**config.mk**
```make
export PLATFORM = sky130hd
export DESIGN_NAME = pulse_pair_capture
export DESIGN_NICKNAME = d
export VERILOG_FILES = /design/src/rtl/ppc_pkg.sv /design/src/rtl/ppc_sync.sv /design/src/rtl/ppc_ctrl.sv /design/src/rtl/ppc_dpath.sv /design/src/rtl/pulse_pair_capture.sv
export SDC_FILE = /design/constraint.sdc
export NUM_CORES = 1
export LEC_CHECK = 0
export BUFFER_PORTS_ARGS = -buffer_cell sky130_fd_sc_hd__buf_2
export CAP_MARGIN = 0
export CORE_MARGIN = 2
export CORE_UTILIZATION = 47
export CTS_BUF_LIST = sky130_fd_sc_hd__clkbuf_16
export CTS_CLUSTER_SIZE = 8
export DETAILED_ROUTE_END_ITERATION = 6
export GPL_ROUTABILITY_DRIVEN = 0
export PLACE_DENSITY = 0.66
export SKIP_CTS_REPAIR_TIMING = 1
export SLEW_MARGIN = 10
export SYNTH_ARGS = -nofsm -noshare
export SYNTH_HDL_FRONTEND = slang
export SYNTH_SLANG_ARGS = --single-unit
```
**constraint.sdc**
```tcl
create_clock -name clk -period 2.88 [get_ports clk]
set_clock_uncertainty 0.15 [all_clocks]
set_input_delay 0.288 -clock clk [delete_from_list [all_inputs] [get_ports clk]]
set_output_delay 0.288 -clock clk [all_outputs]
set_load 0.02 [all_outputs]
```
**src/rtl/ppc_pkg.sv**
```systemverilog
package ppc_pkg;

  // Strobes from control to datapath, one clock cycle each
  typedef struct packed {
    logic tbTick;     // advance the timebase
    logic cntInc;     // a pulse edge was detected
    logic cntClear;   // start a new counting interval
    logic stampLoad;  // record the timebase as the last pulse time
    logic holdLoad;   // copy count and stamp into the holding pair
  } ctrl_strobes_t;

endpackage

```
**src/rtl/ppc_sync.sv**
```systemverilog
module ppc_sync #(
  parameter int STAGES = 2
) (
  input  logic clk,
  input  logic rstN,
  input  logic pulseIn,
  output logic fallEdge
);

  // chain[STAGES-1] is the synchronized level, chain[STAGES] its previous value
  logic [STAGES:0] chain;

  always_ff @(posedge clk) begin
    if (!rstN) chain <= '0;
    else       chain <= {chain[STAGES-1:0], pulseIn};
  end

  assign fallEdge = chain[STAGES] & ~chain[STAGES-1];

endmodule

```
**src/rtl/ppc_ctrl.sv**
```systemverilog
module ppc_ctrl
  import ppc_pkg::*;
#(
  parameter int DIVIDE = 48
) (
  input  logic           clk,
  input  logic           rstN,
  input  logic           fallEdge,
  input  logic           readStb,
  output ctrl_strobes_t  strb
);

  localparam int PW = (DIVIDE > 1) ? $clog2(DIVIDE) : 1;
  localparam logic [PW-1:0] LAST = PW'(DIVIDE - 1);

  logic [PW-1:0] prescale;
  logic          armed;
  logic          tick;

  assign tick = (prescale == LAST);

  always_ff @(posedge clk) begin
    if (!rstN) begin
      prescale <= '0;
      armed    <= 1'b0;
    end else begin
      prescale <= tick ? '0 : prescale + PW'(1);
      if (fallEdge) armed <= 1'b1;
    end
  end

  always_comb begin
    strb.tbTick    = tick;
    strb.cntInc    = fallEdge;
    strb.cntClear  = readStb;
    strb.stampLoad = fallEdge & armed;
    strb.holdLoad  = readStb;
  end

endmodule

```
**src/rtl/ppc_dpath.sv**
```systemverilog
module ppc_dpath
  import ppc_pkg::*;
#(
  parameter int TIME_W  = 16,
  parameter int COUNT_W = 16
) (
  input  logic               clk,
  input  logic               rstN,
  input  ctrl_strobes_t      strb,
  output logic [TIME_W-1:0]  timebase,
  output logic [TIME_W-1:0]  edgeStamp,
  output logic [COUNT_W-1:0] liveCount,
  output logic [TIME_W-1:0]  timeHold,
  output logic [COUNT_W-1:0] countHold
);

  always_ff @(posedge clk) begin
    if (!rstN) begin
      timebase  <= '0;
      edgeStamp <= '0;
      liveCount <= '0;
      timeHold  <= '0;
      countHold <= '0;
    end else begin
      if (strb.tbTick) timebase <= timebase + TIME_W'(1);

      // a pulse that meets a read opens the next interval
      if (strb.cntClear)    liveCount <= strb.cntInc ? COUNT_W'(1) : '0;
      else if (strb.cntInc) liveCount <= liveCount + COUNT_W'(1);

      if (strb.stampLoad) edgeStamp <= timebase;

      if (strb.holdLoad) begin
        countHold <= liveCount;
        timeHold  <= edgeStamp;
      end
    end
  end

endmodule

```
**src/rtl/pulse_pair_capture.sv**
```systemverilog
module pulse_pair_capture
  import ppc_pkg::*;
#(
  parameter int DIVIDE      = 48,
  parameter int TIME_W      = 16,
  parameter int COUNT_W     = 16,
  parameter int SYNC_STAGES = 2
) (
  input  logic                        clk,
  input  logic                        rstN,
  input  logic                        pulseIn,
  input  logic                        readStb,
  output logic [COUNT_W-1:0]          countOut,
  output logic [TIME_W-1:0]           timeOut,
  output logic [TIME_W+COUNT_W-1:0]   speedField
);

  ctrl_strobes_t       strb;
  logic                fallEdge;
  logic [TIME_W-1:0]   timebase;
  logic [TIME_W-1:0]   edgeStamp;
  logic [COUNT_W-1:0]  liveCount;

  ppc_sync #(.STAGES(SYNC_STAGES)) i_sync (
    .clk(clk), .rstN(rstN), .pulseIn(pulseIn), .fallEdge(fallEdge)
  );

  ppc_ctrl #(.DIVIDE(DIVIDE)) i_ctrl (
    .clk(clk), .rstN(rstN), .fallEdge(fallEdge), .readStb(readStb), .strb(strb)
  );

  ppc_dpath #(.TIME_W(TIME_W), .COUNT_W(COUNT_W)) i_dpath (
    .clk(clk), .rstN(rstN), .strb(strb),
    .timebase(timebase), .edgeStamp(edgeStamp), .liveCount(liveCount),
    .timeHold(timeOut), .countHold(countOut)
  );

  assign speedField = {timeOut, countOut};

endmodule

```
==> results of run 1 <==
[worst paths after layout]
kind,slack (ns),from,endpoint,depth (start not counted)
worst min-delay path,0.04,pulseIn,i_sync.chain[0],2
worst min register to register,0.28,i_sync.chain[0],i_sync.chain[1],1
worst max-delay path,0.79,i_ctrl.prescale[0],i_dpath.timebase[13],5
worst max register to register,0.79,i_ctrl.prescale[0],i_dpath.timebase[13],5
[per-stage QoR]
step / util [%] / worst slack (ns) / hold slack (ns) / instance area (sq um)
after global routing: 54.8 / 0.686 / 0.0439 / 4220
after CTS: 54.8 / 0.809 / 0.0303 / 4220
after detailed placement: 50.8 / 0.820 / 0.271 / 3910
after floorplan: - / 0.981 / 0.260 / 3730
after global placement: 50.8 / 0.889 / 0.264 / 3910
final: 54.8 / 0.793 / 0.0369 / 4220
[worst register-to-register path: stages (launching register included)]
cell and delay, ns:
dfxtp_1 0.35, ha_1 0.22, nand4_1 0.30, or2_2 0.43, or4_1 0.41, a21oi_1 0.15
[metal layers]
layer,vias up,track usage (%),wire [um]
li1,1412,-,-
met1,1258,19.4,3030
met2,54,27.1,3280
met3,11,4.27,262
met4,0,7.23,126
met5,-,0,0
[power groups by stage]
stage / sequential, mW / clock, mW / combinational [mW]
6_report: 1.26 / 1.20 / 0.0574
5_1_grt: 1.26 / 1.28 / 0.0633
4_1_cts: 1.25 / 1.23 / 0.0585
3_5_place_dp: 1.28 / 0 / 0.0583
3_3_place_gp: 1.28 / 0 / 0.0579
2_1_floorplan: 1.28 / 0 / 0.0455
[synthesized netlist by cell type]
| library cell | count | area, sq um |
|---|---|---|
| and3_1 | 2 | 12.5 |
| or4_1 | 3 | 22.5 |
| xor2_1 | 8 | 70.1 |
| buf_4 | 32 | 240 |
| or4_4 | 1 | 11.3 |
| nor2_1 | 64 | 240 |
| nand2b_1 | 2 | 12.5 |
| nand3b_1 | 2 | 15.0 |
| or2_2 | 2 | 12.5 |
| mux2_2 | 2 | 22.5 |
| nor3_1 | 8 | 40.0 |
| xnor2_1 | 16 | 140 |
| a21oi_1 | 24 | 120 |
| or3_2 | 2 | 15.0 |
| nand4_1 | 7 | 43.8 |
| ha_1 | 3 | 37.5 |
| nand4b_1 | 2 | 17.5 |
| clkbuf_1 | 16 | 60.1 |
| inv_1 | 10 | 37.5 |
| and2_1 | 5 | 31.3 |
| o31ai_1 | 2 | 15.0 |
| nand4_4 | 1 | 21.3 |
| dfxtp_1 | 90 | 1800 |
| mux2i_1 | 34 | 340 |
| o21ai_0 | 4 | 20.0 |
| buf_1 | 2 | 7.51 |
| nand3_1 | 10 | 50.1 |
| nor2b_1 | 3 | 18.8 |
| nand2_1 | 46 | 173 |
| or3_1 | 4 | 25.0 |
| and4_1 | 1 | 8.76 |
| nor4_1 | 7 | 43.8 |
[final cells by class]
class / count / area, sq um
sequential: 90 / 1800
clock inverter: 7 / 85.1
timing repair buffer: 70 / 358
inverter: 10 / 37.5
clock buffer: 9 / 225
fill: 749 / 3470
tap: 102 / 128
multi-input combinational: 265 / 1580
[kinds of logic after synthesis]
family,synth area share (%)
buffers and inverters,9.27
AND/OR/NAND/NOR,21.9
adder cells (fa/ha/maj),1.01
XOR/XNOR,5.64
AO/OA/AOI/OAI,4.16
flip-flops,48.3
multiplexers,9.73
[flip-flops by register name (all words and copies together) (netlist names)]
name               cells
i_sync.chain           3
i_dpath.timebase      16
i_dpath.timeHold      16
i_dpath.liveCount     16
i_ctrl.armed           1
i_dpath.countHold     16
i_dpath.edgeStamp     16
i_ctrl.prescale        6
[layout by cell type (no fill, tap or decap), types with 2 or more instances in the layout]
cell	Yosys	final
nor2b_1	3	3
clkinv_2	0	2
o21ai_0	4	4
nor4_1	7	7
buf_2	0	67
nand3_1	10	10
nor3_1	8	8
clkbuf_16	0	9
xnor2_1	16	16
nand2_1	46	46
o31ai_1	2	2
bufinv_16	0	2
or3_2	2	2
or3_1	4	4
nand4b_1	2	2
nand2b_1	2	2
and3_1	2	2
or4_1	3	3
nand3b_1	2	2
inv_1	10	10
dfxtp_1	90	90
a21oi_1	24	24
and2_1	5	5
or2_2	2	2
buf_4	32	3
mux2_2	2	2
nand4_1	7	7
xor2_1	8	8
nor2_1	64	64
mux2i_1	34	34
ha_1	3	3
==> out/qor.csv, run 1 <==
metric,value,unit
rsz0062_at_grt,false,
grt_use_total,16.1,%
final_cell_count_no_fill,553,
clkSinkCount,90,
first_pass_iters,4,
rows,32,
clkTransAtPathRegs,0.06,ns
ant_nets,0,
synth.distinct_cells,32,
crit_family,simple AND/OR/NAND/NOR gates,
slew_viol_final,0,
slew_headroom,58.2,%
drive_gt1_share,20.6,%
seqPwrFrac,50.0,%
netlist_instances,415,
routed_wl,6700,um
cp_data_required_time,2.99,ns
syn-num-nets,422,
clockBufferDepth,2,
initial_core_util,48.5,%
startpoint_type,flip-flop,
area_growth_syn_to_layout,13.1,%
coreArea,7690,sq um
placed_cells,537,
crit_chain,ha_1 > nand4_1 > or2_2 > or4_1 > a21oi_1,
fin_tns_setup,0,ns
crit_path_top_delay_cell,or2_2,
path_buf_inv,0,
worst_pin_slew,0.628,ns
crit_fanout,8,
drt_iter0_markers,105,
max_freq,0.479,GHz
cpPeakStageDelay,0.43,ns
drv_cap,0,
cp.arrival,2.20,ns
ir_drop,399,uV
cp-end-kind,flip-flop,
synth_warnings,0,
antenna_cells,0,
post-route-period-util,72.5,%
power_switching,0.492,mW
grt_overflow_total,0,
clkPwrFrac,47.7,%
hpwl,4620,um
cts-buffers-inserted,9,
wl_per_cell,12.1,um
antenna_found_initial,0,
num_vias,2735,
hold_class,input pin to flip-flop,
grt_pass1_wl,11200,um
via_per_inst,4.95,
p_total,2.51,mW
drc,0,
ys_ff_latch,90,
status,completed,
comb_power_share,2.3,%
clkLatencyLatePin,0.33,ns
p_leak,1.77,nW
io_pins,68,
grt_pass1_vias,2456,
die_h,93.1,um
ys_seq_area_share,48.3,%
hold_viol_final,0,
grt_max_degree,36,
p_int,2.02,mW
power.density,596,nW/um^2
htreeDepth,3,
setup_violations,0,
die-area,8660,sq um
swShare,19.6,%
critical_path_class,flip-flop to flip-flop,
cts-root-buf,clkbuf_16,
die-width,93.1,um
cts_tree,done,
synth_area_per_cell,8.98,sq um
portBuffers,67,
fin_nets,453,
fin_crit,2.09,ns
synthesis.area,3730,sq um
No activity file was read; power rests on OpenSTA's default activity.
==> inputs of run 2 (changes only) <==
--- a/config.mk
+++ b/config.mk
@@ -13,7 +13,7 @@
 export CTS_CLUSTER_SIZE = 8
 export DETAILED_ROUTE_END_ITERATION = 6
 export GPL_ROUTABILITY_DRIVEN = 0
-export PLACE_DENSITY = 0.66
+export PLACE_DENSITY = 0.69
 export SKIP_CTS_REPAIR_TIMING = 1
 export SLEW_MARGIN = 10
 export SYNTH_ARGS = -nofsm -noshare
==> constraint.sdc (replaced) <==
create_clock -name clk -period 1.8 [get_ports clk]
set_clock_uncertainty 0.15 [all_clocks]
set_input_delay 0.18 -clock clk [delete_from_list [all_inputs] [get_ports clk]]
set_output_delay 0.18 -clock clk [all_outputs]
set_load 0.02 [all_outputs]
==> run 2 against run 1 <==
Core utilization increased by 4.2 points. First-iteration DRC count decreased by 10%. Total power increased by 66%. Flip-flop and latch count unchanged. Critical path type unchanged. Critical endpoint unchanged. Cell count increased by 4.7%. Non-clock buffer count increased by 26. Sequential share of layout area decreased by 2.6 points.
==> out/qor.csv, run 2 (synthesized netlist as in run 1, its figures left out) <==
metric,value,unit
status,completed,
crit_path_top_delay_cell,or4_4,
placed_cells,562,
slew_viol_final,0,
grt_use_total,17.7,%
slew_headroom,61.9,%
layout_commonest_cell,dfxtp_1,
via_per_inst,5.02,
grt_pass1_wl,12200,um
cts-buffers-inserted,9,
rows,32,
setup_slack,0.0281,ns
path_buf_inv,0,
worst_pin_slew,0.569,ns
fin_tns_setup,0,ns
rsz0062_at_grt,true,
final_cell_count_no_fill,579,
wl_per_cell,12.5,um
seqPwrFrac,47.9,%
crit_fanout,4,
drt_iter0_markers,94,
place_area,4140,sq um
fin_nets,479,
comb_power_share,2.6,%
drv_cap,0,
setup_violations,0,
hpwl,5110,um
first_pass_iters,4,
hold_viol_final,0,
cts_tree,done,
post-route-period-util,98.4,%
stdcell_area,4530,sq um
crit_family,simple AND/OR/NAND/NOR gates,
io_pins,68,
routed_wl,7250,um
p_leak,1.93,nW
crit_top_cell,or4_4,
power.density,922,nW/um^2
portBuffers,67,
drive_gt1_share,27.7,%
clkPwrFrac,49.4,%
hold_class,input pin to flip-flop,
grt_max_degree,43,
grt_overflow_total,0,
cp_data_required_time,1.92,ns
crit_chain,nand4_4 > or4_4 > or4_4 > a21oi_2,
die-width,93.1,um
multi_input_area,1640,sq um
initial_core_util,48.5,%
clkLatencyLatePin,0.33,ns
startpoint_type,flip-flop,
cts-root-buf,clkbuf_16,
swShare,19.1,%
ff_latch_area,1820,sq um
coreArea,7690,sq um
cp.arrival,1.89,ns
die-area,8660,sq um
antenna_found_initial,0,
drc,0,
crit_cells,4,
area_growth_syn_to_layout,21.7,%
p_int,3.38,mW
clkTransAtPathRegs,0.06,ns
htreeDepth,3,
critical_path_class,flip-flop to flip-flop,
antenna_cells,0,
dp_slack,-0.0110,ns
max_freq,0.564,GHz
cpPeakStageDelay,0.54,ns
num_vias,2909,
ir_drop,606,uV
layout_common_cells,"dfxtp_1 (84), buf_2 (67), nor2_1 (64)",
clockBufferDepth,2,
grt_pass1_vias,2776,
fillerInstances,702,
power_switching,0.801,mW
fin_crit,1.77,ns
clkSinkCount,90,
min_path_cells,3,
die_h,93.1,um
ant_nets,0,
r2r_cells,4,
cp-end-kind,flip-flop,
-- run 2: cell types whose count changed in the layout (fill, tap and decap cells not counted), sizes merged --
cell	change
buf	+25
bufinv	+1
clkinv	-1
clkinvlp	-1
dlygate4sd3	+1
inv	+1
-- run 2: tightest hold or removal path, cell delays in order --
cell,delay (ns)
buf_2,0.17
nand2_1,0.09
mux2i_1,0.05
-- run 2: layout make-up --
class	count	area share [%]
well taps	102	2.81
multi-input cells	265	36.1
repair buffers	96	12.8
clock buffers	9	4.97
inverters	10	0.828
clock inverters	7	2.37
flip-flops and latches	90	40.1
-- run 2: per-layer routing --
layer | part of all wire (%) | global-route usage, % | vias up
met5 | 0 | 0 | -
met4 | 2.4 | 9.31 | 0
met3 | 3.0 | 3.46 | 14
met2 | 49 | 30.7 | 50
met1 | 45 | 20.6 | 1378
li1 | - | - | 1467
-- run 2: path summary, 6_finish.rpt --
kind,from,end,slack (ns)
min reg2reg,i_sync.chain[0],i_sync.chain[1],0.28
max,i_dpath.timebase[3],i_dpath.timebase[13],0.03
min,rstN,i_dpath.timebase[15],0.06
max reg2reg,i_dpath.timebase[3],i_dpath.timebase[13],0.03
-- run 2: through the flow --
step,hold slack (ns),utilization (%),power [mW]
detailed placement,0.254,53.8,2.16
floorplan,0.152,-,2.12
global route,0.0712,59.0,4.32
finish,0.0606,59.0,4.18
global placement,0.251,53.8,2.15
CTS,-0.0857,58.1,4.23
-- run 2: power groups by stage --
stage	registers, mW	logic (mW)	clock network (mW)
6_report	2.00	0.110	2.07
5_1_grt	2.00	0.122	2.20
4_1_cts	2.00	0.107	2.12
3_5_place_dp	2.05	0.106	0
3_3_place_gp	2.05	0.104	0
2_1_floorplan	2.05	0.0731	0
